[config.mk]
export PLATFORM = sky130hd
export DESIGN_NAME = pwm_hbridge_ctrl
export DESIGN_NICKNAME = d
export VERILOG_FILES = /design/src/rtl/pwm_hb_pkg.sv /design/src/rtl/pwm_hb_prescaler.sv /design/src/rtl/pwm_hb_timebase.sv /design/src/rtl/pwm_hb_steer.sv /design/src/rtl/pwm_hb_regs.sv /design/src/rtl/pwm_hbridge_ctrl.sv
export SDC_FILE = /design/constraint.sdc
export NUM_CORES = 1
export LEC_CHECK = 0
export BUFFER_PORTS_ARGS = -buffer_cell sky130_fd_sc_hd__buf_2
export CAP_MARGIN = 20
export CORE_AREA = 2 2 112 157
export CTS_BUF_LIST = sky130_fd_sc_hd__clkbuf_4
export CTS_CLUSTER_DIAMETER = 100
export DETAILED_ROUTE_END_ITERATION = 8
export DIE_AREA = 0 0 114 159
export PLACE_DENSITY = 0.77
export SLEW_MARGIN = 30
export SYNTH_ARGS = -nofsm -noshare
export SYNTH_HDL_FRONTEND = slang
export SYNTH_HIERARCHICAL = 1
export SYNTH_SLANG_ARGS = --single-unit
[constraint.sdc]
create_clock -name clk -period 5.1 [get_ports clk]
set_clock_uncertainty 0.1 [all_clocks]
set_input_delay 0.51 -clock clk [delete_from_list [all_inputs] [get_ports clk]]
set_output_delay 0.51 -clock clk [all_outputs]
set_load 0.005 [all_outputs]
[src/rtl/pwm_hb_pkg.sv]
package pwm_hb_pkg;

  // control word, LSB first: run, hb_mode, dir, hi_off, out_gate, inv_all,
  // reload, trip_en, sync_en, psc[2:0], inv1, inv3, inv5
  typedef struct packed {
    logic       inv5;
    logic       inv3;
    logic       inv1;
    logic [2:0] psc;
    logic       sync_en;
    logic       trip_en;
    logic       reload;
    logic       inv_all;
    logic       out_gate;
    logic       hi_off;
    logic       dir;
    logic       hb_mode;
    logic       run;
  } ctrl_t;

  localparam int CTRL_W   = $bits(ctrl_t);
  localparam int PSC_W    = 3;
  localparam int ADR_CTRL = 0;
  localparam int ADR_PER  = 1;
  localparam int ADR_CMP0 = 2;

endpackage

[src/rtl/pwm_hb_prescaler.sv]
module pwm_hb_prescaler
  import pwm_hb_pkg::*;
#(
  parameter int CODE_W = PSC_W
) (
  input  logic              clk,
  input  logic              rst_n,
  input  logic              run,
  input  logic              clr,
  input  logic [CODE_W-1:0] code,
  output logic              tick
);

  localparam int DIV_W = 1 << CODE_W;

  logic [DIV_W-1:0] div_q;
  logic [DIV_W-1:0] div_d;
  logic [DIV_W-1:0] div_last;

  always_comb begin
    div_last = DIV_W'((32'd2 << code) - 32'd1);
    tick     = run && !clr && (div_q == div_last);
    if (!run || clr || tick) begin
      div_d = '0;
    end else begin
      div_d = div_q + 1'b1;
    end
  end

  always_ff @(posedge clk or negedge rst_n) begin
    if (!rst_n) begin
      div_q <= '0;
    end else begin
      div_q <= div_d;
    end
  end

endmodule

[src/rtl/pwm_hb_timebase.sv]
module pwm_hb_timebase #(
  parameter int CNT_W = 16,
  parameter int NPAIR = 3
) (
  input  logic                        clk,
  input  logic                        rst_n,
  input  logic                        run,
  input  logic                        clr,
  input  logic                        tick,
  input  logic                        reload,
  input  logic [CNT_W-1:0]            period,
  input  logic [NPAIR-1:0][CNT_W-1:0] cmp_user,
  output logic [CNT_W-1:0]            cnt,
  output logic [NPAIR-1:0][CNT_W-1:0] cmp_act,
  output logic [NPAIR-1:0]            raw
);

  logic [CNT_W-1:0] cnt_d;
  logic             load;

  always_comb begin
    load = tick && reload && (cnt == '0) && (period != '0);
    if (!run || clr) begin
      cnt_d = '0;
    end else if (tick) begin
      cnt_d = (cnt >= period) ? '0 : cnt + 1'b1;
    end else begin
      cnt_d = cnt;
    end
  end

  always_ff @(posedge clk or negedge rst_n) begin
    if (!rst_n) begin
      cnt <= '0;
    end else begin
      cnt <= cnt_d;
    end
  end

  always_ff @(posedge clk or negedge rst_n) begin
    if (!rst_n) begin
      cmp_act <= '0;
    end else if (load) begin
      cmp_act <= cmp_user;
    end
  end

  for (genvar g = 0; g < NPAIR; g++) begin : g_cmp
    assign raw[g] = (cnt < cmp_act[g]);
  end

endmodule

[src/rtl/pwm_hb_steer.sv]
module pwm_hb_steer
  import pwm_hb_pkg::*;
#(
  parameter int NPAIR = 3
) (
  input  ctrl_t                  ctrl,
  input  logic [NPAIR-1:0]       raw,
  output logic [2*NPAIR-1:0]     pwm_d
);

  localparam int NOUT = 2 * NPAIR;

  logic [NPAIR-1:0] odd_inv;
  logic [NOUT-1:0]  base;

  for (genvar g = 0; g < NPAIR; g++) begin : g_inv
    if (g == 0) begin : g_p0
      assign odd_inv[g] = ctrl.inv1;
    end else if (g == 1) begin : g_p1
      assign odd_inv[g] = ctrl.inv3;
    end else if (g == 2) begin : g_p2
      assign odd_inv[g] = ctrl.inv5;
    end else begin : g_px
      assign odd_inv[g] = 1'b0;
    end
  end

  always_comb begin
    for (int i = 0; i < NPAIR; i++) begin
      base[2*i]   = raw[i];
      base[2*i+1] = ~raw[i] ^ odd_inv[i];
    end
    pwm_d = base;
    if (ctrl.hb_mode) begin
      if (ctrl.hi_off) begin
        pwm_d[3:0] = 4'b0101;
      end else if (!ctrl.out_gate) begin
        pwm_d[3:0] = 4'b0000;
      end else if (ctrl.dir) begin
        pwm_d[3:2] = 2'b00;
      end else begin
        pwm_d[1:0] = 2'b00;
      end
      if (ctrl.inv_all) begin
        pwm_d = ~pwm_d;
      end
    end
    if (!ctrl.run) begin
      pwm_d = '0;
    end
  end

endmodule

[src/rtl/pwm_hb_regs.sv]
module pwm_hb_regs
  import pwm_hb_pkg::*;
#(
  parameter int NPAIR  = 3,
  parameter int CNT_W  = 16,
  parameter int DATA_W = 16,
  parameter int AW     = 3
) (
  input  logic                        clk,
  input  logic                        rst_n,
  input  logic                        wr,
  input  logic [AW-1:0]               addr,
  input  logic [DATA_W-1:0]           wdata,
  output logic [DATA_W-1:0]           rdata,
  input  logic                        trip_hit,
  output ctrl_t                       ctrl,
  output logic [CNT_W-1:0]            period,
  output logic [NPAIR-1:0][CNT_W-1:0] cmp_user,
  output logic                        irq
);

  localparam int ADR_STAT = ADR_CMP0 + NPAIR;

  ctrl_t                       ctrl_d;
  logic [CNT_W-1:0]            per_d;
  logic [NPAIR-1:0][CNT_W-1:0] cmp_d;
  logic                        irq_d;

  always_comb begin
    ctrl_d = ctrl;
    per_d  = period;
    cmp_d  = cmp_user;
    irq_d  = irq;
    if (wr) begin
      if (addr == AW'(ADR_CTRL)) ctrl_d = ctrl_t'(wdata[CTRL_W-1:0]);
      if (addr == AW'(ADR_PER))  per_d  = wdata[CNT_W-1:0];
      for (int i = 0; i < NPAIR; i++) begin
        if (addr == AW'(ADR_CMP0 + i)) cmp_d[i] = wdata[CNT_W-1:0];
      end
      if ((addr == AW'(ADR_STAT)) && wdata[0]) irq_d = 1'b0;
    end
    // a trip outranks a software write in the same cycle
    if (trip_hit) begin
      ctrl_d.run = 1'b0;
      irq_d      = 1'b1;
    end
  end

  always_ff @(posedge clk or negedge rst_n) begin
    if (!rst_n) begin
      ctrl     <= '0;
      period   <= '0;
      cmp_user <= '0;
      irq      <= 1'b0;
    end else begin
      ctrl     <= ctrl_d;
      period   <= per_d;
      cmp_user <= cmp_d;
      irq      <= irq_d;
    end
  end

  always_comb begin
    rdata = '0;
    if (addr == AW'(ADR_CTRL)) rdata[CTRL_W-1:0] = ctrl;
    if (addr == AW'(ADR_PER))  rdata[CNT_W-1:0]  = period;
    for (int i = 0; i < NPAIR; i++) begin
      if (addr == AW'(ADR_CMP0 + i)) rdata[CNT_W-1:0] = cmp_user[i];
    end
    if (addr == AW'(ADR_STAT)) rdata[0] = irq;
  end

endmodule

[src/rtl/pwm_hbridge_ctrl.sv]
module pwm_hbridge_ctrl
  import pwm_hb_pkg::*;
#(
  parameter int NPAIR  = 3,
  parameter int CNT_W  = 16,
  parameter int DATA_W = 16,
  parameter int AW     = $clog2(NPAIR + 3)
) (
  input  logic                 clk,
  input  logic                 rst_n,
  input  logic                 reg_wr,
  input  logic [AW-1:0]        reg_addr,
  input  logic [DATA_W-1:0]    reg_wdata,
  output logic [DATA_W-1:0]    reg_rdata,
  input  logic                 trip_n,
  input  logic                 sync_n,
  output logic                 irq,
  output logic [2*NPAIR-1:0]   pwm_out
);

  localparam int NOUT = 2 * NPAIR;

  logic [1:0]                  rst_pipe;
  logic                        rst_int_n;
  logic [1:0]                  trip_pipe;
  logic [2:0]                  sync_pipe;
  logic                        trip_hit;
  logic                        sync_clr;
  ctrl_t                       ctrl_q;
  logic [CNT_W-1:0]            period;
  logic [NPAIR-1:0][CNT_W-1:0] cmp_user;
  logic [NPAIR-1:0][CNT_W-1:0] cmp_act;
  logic [CNT_W-1:0]            tcnt;
  logic [NPAIR-1:0]            raw;
  logic                        tick;
  logic [NOUT-1:0]             pwm_d;

  // reset: asserted at once, released after two edges
  always_ff @(posedge clk or negedge rst_n) begin
    if (!rst_n) begin
      rst_pipe <= '0;
    end else begin
      rst_pipe <= {rst_pipe[0], 1'b1};
    end
  end
  assign rst_int_n = rst_pipe[1];

  // input synchronizers, idle high
  always_ff @(posedge clk or negedge rst_int_n) begin
    if (!rst_int_n) begin
      trip_pipe <= '1;
      sync_pipe <= '1;
    end else begin
      trip_pipe <= {trip_pipe[0], trip_n};
      sync_pipe <= {sync_pipe[1:0], sync_n};
    end
  end

  always_comb begin
    trip_hit = ctrl_q.trip_en && !trip_pipe[1];
    sync_clr = ctrl_q.sync_en && sync_pipe[2] && !sync_pipe[1];
  end

  pwm_hb_regs #(
    .NPAIR (NPAIR),
    .CNT_W (CNT_W),
    .DATA_W(DATA_W),
    .AW    (AW)
  ) u_regs (
    .clk     (clk),
    .rst_n   (rst_int_n),
    .wr      (reg_wr),
    .addr    (reg_addr),
    .wdata   (reg_wdata),
    .rdata   (reg_rdata),
    .trip_hit(trip_hit),
    .ctrl    (ctrl_q),
    .period  (period),
    .cmp_user(cmp_user),
    .irq     (irq)
  );

  pwm_hb_prescaler #(
    .CODE_W(PSC_W)
  ) u_psc (
    .clk  (clk),
    .rst_n(rst_int_n),
    .run  (ctrl_q.run),
    .clr  (sync_clr),
    .code (ctrl_q.psc),
    .tick (tick)
  );

  pwm_hb_timebase #(
    .CNT_W(CNT_W),
    .NPAIR(NPAIR)
  ) u_tb (
    .clk     (clk),
    .rst_n   (rst_int_n),
    .run     (ctrl_q.run),
    .clr     (sync_clr),
    .tick    (tick),
    .reload  (ctrl_q.reload),
    .period  (period),
    .cmp_user(cmp_user),
    .cnt     (tcnt),
    .cmp_act (cmp_act),
    .raw     (raw)
  );

  pwm_hb_steer #(
    .NPAIR(NPAIR)
  ) u_steer (
    .ctrl (ctrl_q),
    .raw  (raw),
    .pwm_d(pwm_d)
  );

  always_ff @(posedge clk or negedge rst_int_n) begin
    if (!rst_int_n) begin
      pwm_out <= '0;
    end else begin
      pwm_out <= pwm_d;
    end
  end

endmodule

== Word-level counts from Yosys, hierarchy flattened ==
Index checks and enable logic that the tools add are counted.
Storage, ports and cells
  output and inout port bits: 23
  register bits after elaboration: 165
  bits of input ports: 24
Operators by class
  $lt $le $gt $ge: 4
  bitwise gates (word level): 7
  shift-type cells: 1
  reductions and logical operators: 29
  add/subtract/negate cells: 3
  equal/unequal tests: 6
  mux-type cells: 24
Operator list (count)
  $mux 16: 7
  $lt 16x16->1: 3
  $mux 6: 3
  $add 16x1->16 const B: 1
  $ge 16x16->1: 1
  $logic_not 16->1: 1
  $reduce_bool 16->1: 1
  $mux 15: 1
  $reduce_and 2->1: 7
  $mux 4: 3
  $logic_and 1x1->1: 9
  $add 8x1->8 const B: 1
  $eq 8x8->1: 1
  $mux 8: 1
  $reduce_bool 2->1: 4
  $shl 2x3->8 const A: 1
  $sub 8x1->8 const B: 1
  $mux 1: 7
  $eq 3x2->1 const B: 2
  $eq 3x3->1 const B: 2
  $not 6->6: 1
  $logic_not 1->1: 4
  $mux 2: 2
  $eq 3x1->1 const B: 1
  other kinds (4): 9

== Longest topological paths before layout ==
  depth after elaboration: 11
  depth in mapped cells: 15

== Hierarchy ==
Netlist, hierarchy kept.
By module, submodules not included
  pwm_hb_timebase: area an instance 4140.2 µm², times used 1, cells each 468
  pwm_hb_regs: area an instance 3717.3 µm², times used 1, cells each 272
  pwm_hb_prescaler: area an instance 608.1 µm², times used 1, cells each 62
  pwm_hbridge_ctrl: area an instance 350.3 µm², times used 1, cells each 16
  pwm_hb_steer: area an instance 240.2 µm², times used 1, cells each 31

== Worst setup path after synthesis ==
Ideal clock, no wire load.
  kind: register to register
  start: register, netlist name u_regs/ctrl[11]
  end: register u_tb.cnt[5]
  data arrival time: 3941 ps
  period minus slack after synthesis: 4109 ps
  cell stages (with the launch flop): 15
  path buffers: 2
  data required time: 4931 ps
  setup slack: 991 ps
  cell sequence: dfrtp_1 > buf_6 > or3_2 > ha_1 > nor3b_1 > or4_1 > a221oi_2 > and4b_1 > nor4bb_1 > o21ai_0 > nor3_1 > nand3_1 > buf_6 > or3_1 > nand3_1
On the way
  word-level cells in the longest chain between the ends: 5
RTL lines
  $shl 2x3->8: line pwm_hb_prescaler.sv:21  | div_last = DIV_W'((32'd2 << code) - 32'd1);
  $sub 8x1->8: line pwm_hb_prescaler.sv:21
  $eq 8x8->1: line pwm_hb_prescaler.sv:22  | tick = run && !clr && (div_q == div_last);
  $logic_and 1x1->1: line pwm_hb_prescaler.sv:22
  net tick: line pwm_hbridge_ctrl.sv:35  | logic tick;
  $reduce_bool 2->1 (no line)
  end signal, assigned: line pwm_hb_timebase.sv:36  | cnt <= cnt_d;
  end, declared: line pwm_hb_timebase.sv:13  | output logic [CNT_W-1:0] cnt,
The timed path passes the listed nets, and every way through them passes these cells.
A chain may end at the register's enable or synchronous reset.

== Final worst setup path ==
  start: register, netlist name u_regs/ctrl[11]
  end: register u_tb.cnt[11]
On the way
  word-level cells in the longest chain between the ends: 5
RTL lines (line)
  $shl 2x3->8: pwm_hb_prescaler.sv:21
  $sub 8x1->8: pwm_hb_prescaler.sv:21
  $eq 8x8->1: pwm_hb_prescaler.sv:22
  $logic_and 1x1->1: pwm_hb_prescaler.sv:22
  net tick: pwm_hbridge_ctrl.sv:35
  $reduce_bool 2->1 (no line)
The timed path passes the listed nets, and every way through them passes these cells.

==> run summary <==
Worst Path Buf+Inv: 0
Register area share after synthesis: 45.66%
Peak supply drop: 211.6 uV
Chip width: 114 um
Clock-pin slew on the worst setup and hold paths: 0.17 ns
CTS tree: yes
Fin util: 58.70%
Worst hold path class: in2reg
Mapped cell area: 0.009056 mm2
Register area: 0.004139 mm2
Vias in the first global route: 7040
Number of synthesized flops with an enable pin: 0
GRT Total Usage: 26.16%
Max incr delay on CP: 0.55 ns
Hold Violations, Final: 0
Syn nets: 938
TNS Setup: 0 ns
Filler cells: 1395
Worst Path Max Fanout: 14
Buffers inserted by post-CTS timing repair: 0
Area grow syn2layout: 8.082%
Via density per instance: 6.259
Worst setup EP type: flop
Hold Slack: 0.1236 ns
Clock sink count: 165
Critical path arrival: 4.96 ns
Slew Limit Fails: 0
Core area: 0.01668 mm2
Startpoint Class: flop
Final Net Count: 978
Gpl congestion: 0.8592
Warnings, synthesis: 6
Fmax: 218.8 MHz
Tmin final: 4.571 ns
Detail Route Antenna Nets: 0
RSZ-0062 raised after global routing: false
Fraction of registers with async set/reset: 100.0%
Final setup vio count: 0
Crit path max-delay family: simple AND/OR/NAND/NOR gates
Max Cap Viol: 0
Pre-CTS setup slack: 0.6899 ns
Setup Crit Path Kind: reg2reg
# IOs: 47
First-pass GRT wire length: 37030 um
Slowest cell on crit path: or4_1
CTS buffer count: 17
Top cells by area, synth: dfrtp_1 44%, mux2_2 11%, ha_1 9.0%
Routed WL: 22930 um
Worst skew pair latency: 0.57 ns
#FFs+latches synth: 165
Post-DP HPWL: 15690 um
Final worst path period share: 89.63%
Grt ovf: 0
Main flop type after synthesis: dfrtp_1
CTS Root Cell: clkbuf_4
Syn_area_per_cell: 10.67 um2
1st-iter DRT viols: 599
Design Power: 3.014 mW
DRC: 0
Rows: 56
DRT Pass-1 Iters: 5
Proportion of layout cells with a drive suffix above 1: 22.28%
Maximum clock path buffer count: 2
Outcome: finished, final reports clean
Pwr dens: 307.9 mW/mm2
DR WL/cell: 20.73 um
PnR worst setup slack: 0.5287 ns
Lkg Pwr: 4.816 nW
Worst Max-Slew Pin Slew: 0.9948 ns
Area of the multi-input gates: 0.004467 mm2
Slew headroom: 33.54%
Starting Density: 54.31%
CP cell instances: or3_2 > ha_1 > nor3b_1 > or4_1 > a221oi_2 > and4b_1 > nor4bb_1 > o21ai_0 > nor3_1 > nand3_1 > or3_1 > o21ai_0
PortBufs: 46
Post-synth top area share: 44.21%
DIE HEIGHT: 159 um
Data required, critical path: 5.48 ns
Worst path most repeated cell: o21ai_0
Dominant cell type by area after synthesis: dfrtp_1
Antenna violations before repair: 2
Vias: 6923
Htree depth: 4
R2R setup slack: 0.53 ns
Synthesized instance count: 849
Largest net degree at the start of global routing: 112
Synth cell types: 65
Die Area: 0.01813 mm2
[logic make-up (layout without fill, tap and decap cells)]
kind of cell,Yosys count,after routing,share of synthesized area (%)
other,1,2,0.04141
XOR/XNOR,15,15,1.616
flip-flops,165,165,45.66
buffers and inverters,108,161,5.526
AND/OR/NAND/NOR,203,203,12.09
multiplexers,102,102,12.53
AO/OA/AOI/OAI,190,190,13.55
adder cells (fa/ha/maj),65,65,8.980
[final timing paths]
kind                                       from                   to  cells after the start
min in group asynchronous                 rst_n          rst_pipe[1]                      2
worst min-delay path              reg_wdata[12]  u_regs/cmp_user[12]                      2
max in group asynchronous           rst_pipe[1]           pwm_out[0]                      1
worst max-delay path            u_regs/ctrl[11]         u_tb/cnt[11]                     12
worst min register to register     sync_pipe[0]         sync_pipe[1]                      0
worst max register to register  u_regs/ctrl[11]         u_tb/cnt[11]                     12
[layout by cell type (no fill, tap or decap), types with 10 or more instances in the layout]
master | synthesis | routed
nand4_1 | 15 | 15
nor4_1 | 11 | 11
nor2_1 | 23 | 23
nand3_1 | 16 | 16
ha_1 | 65 | 65
inv_1 | 69 | 69
nand2_1 | 69 | 69
nand2b_1 | 16 | 16
or3_1 | 11 | 11
a21o_1 | 22 | 22
dfrtp_1 | 160 | 159
mux2_2 | 91 | 91
clkbuf_4 | 0 | 17
a22oi_1 | 10 | 10
mux2i_1 | 11 | 11
o21ai_0 | 82 | 82
buf_2 | 12 | 46
a21oi_1 | 24 | 24
[stage by stage]
step / cells / instance area, um2
after global routing: 1106 / 9788
after detailed placement: 1070 / 9434
final: 1106 / 9788
after floorplan: 849 / 9056
after CTS: 1105 / 9776
after global placement: 1069 / 9423
[final cells by class]
cell class	instances	area share, %
Tap cell	203	2.595
Clock inverter	15	1.879
Clock buffer	17	1.304
Inverter	70	2.684
Sequential cell	165	42.29
Multi-Input combinational cell	576	45.63
Timing Repair Buffer	59	3.592
Antenna cell	1	0.02557
[worst reg2reg max path: cells and delay by family, from the launching register on]
kind,cells,cell delay (ns)
AO/OA/AOI/OAI,3,0.52
adder cells (fa/ha/maj),1,0.28
flip-flops,1,0.54
AND/OR/NAND/NOR,8,3.06
[metal layers]
metal	track usage, %	share of wire (%)
met3	3.540	5.3
met1	32.92	40
met4	13.41	5.6
met5	0	0.048
met2	43.78	49
[where the power goes]
part	internal, mW	leakage [nW]	switching (mW)
Sequential	1.47	1.89	0.181
Clock	0.315	0.169	0.522
Combinational	0.271	2.76	0.254
Total	2.06	4.82	0.957
[registers in the layout, indices dropped and copies added (netlist names)]
signal,count
u_regs/cmp_user,48
u_regs/period,16
u_regs/ctrl,15
sync_pipe,3
u_psc/div_q,8
u_regs/irq,1
pwm_out,6
trip_pipe,2
u_tb/cmp_act,48
rst_pipe,2
u_tb/cnt,16
[what timing repair did]
item                                   in CTS  in global routing
endpoints found under the hold margin       4                  0
resized for setup                           0                  0
hold buffers                                3                  0
[synthesized netlist by cell type (all sizes together), types with 5 or more instances]
library cell  number
or4                6
dfstp              5
nand2b            16
mux2i             11
clkbuf            17
nor4              11
or3               12
a21oi             24
buf               21
nor2              23
o2111a             6
a21o              22
a22oi             10
nand2             69
and3               7
dfrtp            160
nor2b              5
a211oi             8
ha                65
mux2              91
a32oi              8
o21a               5
nor3               6
o21ai             82
nand4             15
inv               70
nand3             16
xor2               7
xnor2              7
Note: power is estimated with default switching activity, not from simulation.
